==> src/rtl/adsec_pkg.sv <==
package adsec_pkg;

    // Smallest Hamming width r that covers msg_w message bits plus r check bits.
    function automatic int ham_bits(input int msg_w);
        for (int r = 1; r < 31; r++) begin
            if ((1 << r) >= msg_w + r + 1) return r;
        end
        return 31;
    endfunction

    // Code position of message bit k: the k-th integer >= 3 that is not a power of two.
    function automatic int code_pos(input int k);
        int p;
        p = k + 1;
        for (int j = 0; j < 31; j++) begin
            if ((1 << j) <= p) p = p + 1;
        end
        return p;
    endfunction

endpackage

==> src/rtl/adsec_encoder.sv <==
module adsec_encoder #(
    parameter int DATA_W = 64,
    parameter int ADDR_W = 22,
    localparam int MSG_W = DATA_W + ADDR_W,
    localparam int HAM_W = adsec_pkg::ham_bits(MSG_W),
    localparam int CHK_W = HAM_W + 1
) (
    input  logic [ADDR_W-1:0] addr_i,
    input  logic [DATA_W-1:0] data_i,
    output logic [CHK_W-1:0]  chk_o
);

    logic [MSG_W-1:0] msg;
    logic [HAM_W-1:0] contrib [MSG_W];
    logic [HAM_W-1:0] ham;

    assign msg = {addr_i, data_i};

    for (genvar i = 0; i < MSG_W; i++) begin : g_pos
        localparam int POS = adsec_pkg::code_pos(i);
        localparam logic [HAM_W-1:0] POS_V = POS[HAM_W-1:0];
        assign contrib[i] = msg[i] ? POS_V : '0;
    end

    always_comb begin
        ham = '0;
        for (int i = 0; i < MSG_W; i++) begin
            ham = ham ^ contrib[i];
        end
    end

    assign chk_o = {(^msg) ^ (^ham), ham};

endmodule

==> src/rtl/adsec_syndrome_decode.sv <==
module adsec_syndrome_decode #(
    parameter int DATA_W = 64,
    parameter int ADDR_W = 22,
    localparam int MSG_W = DATA_W + ADDR_W,
    localparam int HAM_W = adsec_pkg::ham_bits(MSG_W),
    localparam int CHK_W = HAM_W + 1
) (
    input  logic [ADDR_W-1:0] addr_i,
    input  logic [DATA_W-1:0] data_i,
    input  logic [CHK_W-1:0]  chk_i,
    output logic [DATA_W-1:0] data_o,
    output logic              single_o,
    output logic              uncorr_o
);

    logic [CHK_W-1:0]  recalc;
    logic [HAM_W-1:0]  syn;
    logic              ovr;
    logic [DATA_W-1:0] data_hit;

    adsec_encoder #(
        .DATA_W(DATA_W),
        .ADDR_W(ADDR_W)
    ) recode_i (
        .addr_i(addr_i),
        .data_i(data_i),
        .chk_o (recalc)
    );

    assign syn = chk_i[HAM_W-1:0] ^ recalc[HAM_W-1:0];
    assign ovr = chk_i[HAM_W] ^ recalc[HAM_W] ^ (^syn);

    // Only data positions can be repaired; a syndrome at an address position is a decode fault.
    for (genvar i = 0; i < DATA_W; i++) begin : g_hit
        localparam int POS = adsec_pkg::code_pos(i);
        localparam logic [HAM_W-1:0] POS_V = POS[HAM_W-1:0];
        assign data_hit[i] = (syn == POS_V);
    end

    always_comb begin
        data_o   = data_i;
        single_o = 1'b0;
        uncorr_o = 1'b0;
        if (ovr) begin
            if (syn == '0 || $onehot(syn)) begin
                single_o = 1'b1;
            end else if (|data_hit) begin
                single_o = 1'b1;
                data_o   = data_i ^ data_hit;
            end else begin
                uncorr_o = 1'b1;
            end
        end else if (syn != '0) begin
            uncorr_o = 1'b1;
        end
    end

endmodule

==> config.mk <==
export PLATFORM = sky130hd
export DESIGN_NAME = adsec_syndrome_decode
export DESIGN_NICKNAME = d
export VERILOG_FILES = /design/src/rtl/adsec_pkg.sv /design/src/rtl/adsec_encoder.sv /design/src/rtl/adsec_syndrome_decode.sv
export SDC_FILE = /design/constraint.sdc
export NUM_CORES = 1
export LEC_CHECK = 0
export ABC_AREA = 1
export BUFFER_PORTS_ARGS = -buffer_cell sky130_fd_sc_hd__buf_2
export CAP_MARGIN = 40
export CORE_MARGIN = 8
export CORE_UTILIZATION = 25
export DETAILED_ROUTE_END_ITERATION = 8
export GPL_TIMING_DRIVEN = 0
export PLACE_DENSITY_LB_ADDON = 0.3
export SLEW_MARGIN = 20
export SYNTH_ARGS = -nofsm -noshare
export SYNTH_HDL_FRONTEND = slang
export SYNTH_SLANG_ARGS = --single-unit
==> constraint.sdc <==
create_clock -name vclk -period 15.19
set_input_delay 3.038 -clock vclk [all_inputs]
set_output_delay 3.038 -clock vclk [all_outputs]
set_load 0.02 [all_outputs]
==> reports/results.ini <==
[grt]
grt_max_degree=11
initial_antenna_violation_count=3
global_route_wire_length_before_repair_mm=45.2
groute.usage.overall_pct=17.4
grt_overflow_total=0
first_global_vias=8435

[power]
power.density_cell_area_mw_per_mm2=221
irDropWorstVdd_mv=0.200
leakage_power_of_the_design_nw=4.91

[synthesis]
synth_top_family_by_area=simple AND/OR/NAND/NOR gates
synth_compound_area_share_pct=3.54
synthesis.instances=1491
synth_cell_types=27
ys_warn_count=0
yosys.area_share.simple_pct=64.1
yosys.area_share.adder_pct=3.45
synth-xor-area-share_pct=11.0
syn-cell-area_mm2=0.00668
synth.mux.area_fraction_pct=0
synth-seq-area-share_pct=0
synthesis.nets=1601
synth_area_per_cell_um2=4.48

[routing]
vias_per_cell=4.58
remaining_routing_drc_violations=0
dr.first_iter.drc_count=781
post_drt_wl_per_cell_um=14.9
detail_route.first_pass.iterations=5
wirelength_mm=29.7
postRouteAntennaNets=0
detailroute.via_count=9096

[sta]
hold_viol_final=0
max-slew-margin-rel_pct=66.9
pin_slew_with_the_least_headroom_to_its_limit_ns=0.496
achievable-frequency_mhz=87.1
final_min_period_over_clock_period_pct=75.6
finalMaxSlewViolations=0
final.setup.tns_ns=0
timing.final.crit_period_ns=11.48
report.final.setup_viol=0
rsz0062_at_grt=false

[worst_setup_path]
critical-path-top-delay-family=adder cells
critPathArrivalTime_ns=8.45
crit_path_top_delay_cell=fa_1
cp-end-kind=output pin
worst_path_largest_cell_delay_ns=0.53
critPathRequiredTime_ns=12.15
criticalPathCategory=input port to output pin
critical_path.max_fanout=10
cp-start-kind=input port
path_common_cell=nand2_1
critPathBufInv=8

[clock_tree]
post-cts-setup-buffer-count=0
postCtsResizedCells=0
cts.hold.buffers_added=0

[cells_and_area]
final_cell_mix=nand2_1 (770), inv_1 (222), buf_2 (167), nor2_1 (157), nand3_1 (124)
syn_to_final_growth_pct=17.9
finalCoreUtilization_pct=29.6
number_of_flip_flops_and_latches=0
filler_cell_count=3201
final_layout_clock_buffer_total=0
mostFrequentLayoutCell=nand2_1
layout-drive-gt1-share_pct=12.9
fin_nets=1755
regArea_um2=0

[placement]
globalplace.congestion=0.922
numPortBuffers=152
detailed_place_hpwl_mm=25.6

[floorplan]
floorplan.initialDensity_pct=25.1
die_w_um=179
rows=60
die_area_mm2=0.0322
core_area_mm2=0.0266
die_h_um=179
pin_count=160

[run]
timing.max_cap.violations=0

[outcome]
outcome=finished, final reports clean

[worst_hold_path]
worst_hold_path_type=input port to output pin
hold_depth=4
min_from=data_i[20]
min_to=data_o[20]

==> logic make-up after synthesis <==
kind of cell	Yosys count
adders and majority gates	16
xor gates and xnor gates	82
AOI/OAI and AO/OA	33
and+or+nand+nor	1077
buffers and inverters	283
==> how the worst max path moves through the flow <==
| stage | depth (start not counted) | end | startpoint | slack (ns) |
|---|---|---|---|---|
| floorplan | 23 | uncorr_o | data_i[56] | 4.76 |
| finish | 30 | data_o[45] | data_i[24] | 3.71 |
| global route | 30 | data_o[45] | data_i[24] | 3.29 |
| detailed placement | 30 | data_o[45] | data_i[24] | 3.77 |
| CTS | 30 | data_o[45] | data_i[24] | 3.76 |
| global placement | 30 | data_o[45] | data_i[24] | 3.80 |
==> synthesized netlist by cell type, drive strengths merged <==
master,count,share of area (%)
a21o,1,0.11
a31oi,1,0.094
buf,31,3.7
clkbuf,7,0.39
clkinv,1,0.056
fa,4,1.2
ha,12,2.2
inv,244,14
nand2,776,44
nand3,124,9.3
nand3b,12,1.3
nand4,5,0.47
nor2,157,8.8
nor3,1,0.075
o211ai,26,2.9
o21ai,4,0.30
o31ai,1,0.11
or2,2,0.19
xnor2,39,5.4
xor2,43,5.6
==> per-stage QoR <==
stage	area, um2	hold slack [ns]	power (mW)	setup slack (ns)	instances
final	7870	6.43	1.74	3.71	1988
after global routing	7870	6.46	1.89	3.29	1986
after CTS	7860	6.44	1.73	3.76	1984
after detailed placement	7860	6.44	1.72	3.77	1984
after global placement	7860	6.44	1.72	3.80	1984
after floorplan	6680	6.24	1.15	4.76	1491
==> routing by layer <==
layer | wire length, um | part of all wire (%) | GRT usage (%) | up-vias
li1 | - | - | - | 4755
met1 | 13400 | 45 | 22.4 | 4027
met2 | 13400 | 45 | 29.7 | 273
met3 | 2010 | 6.8 | 2.68 | 41
met4 | 883 | 3.0 | 4.97 | 0
met5 | 0 | 0 | 0 | -
==> power by group <==
part | internal [mW] | switching (mW) | leakage [nW]
sequential | 0 | 0 | 0
combinational | 0.486 | 1.25 | 4.91
clock | 0.0000000352 | 0 | 0.0000254
total | 0.486 | 1.25 | 4.91
==> layout make-up <==
| type | instances | area (um2) | area share (%) |
|---|---|---|---|
| multi-input combinational | 1208 | 5490 | 69.7 |
| inverter | 245 | 920 | 11.7 |
| timing repair buffer | 152 | 761 | 9.66 |
| tap | 341 | 427 | 5.42 |
| buffer | 38 | 270 | 3.43 |
| antenna | 4 | 10.0 | 0.127 |
No activity file was read; power rests on OpenSTA's default activity.
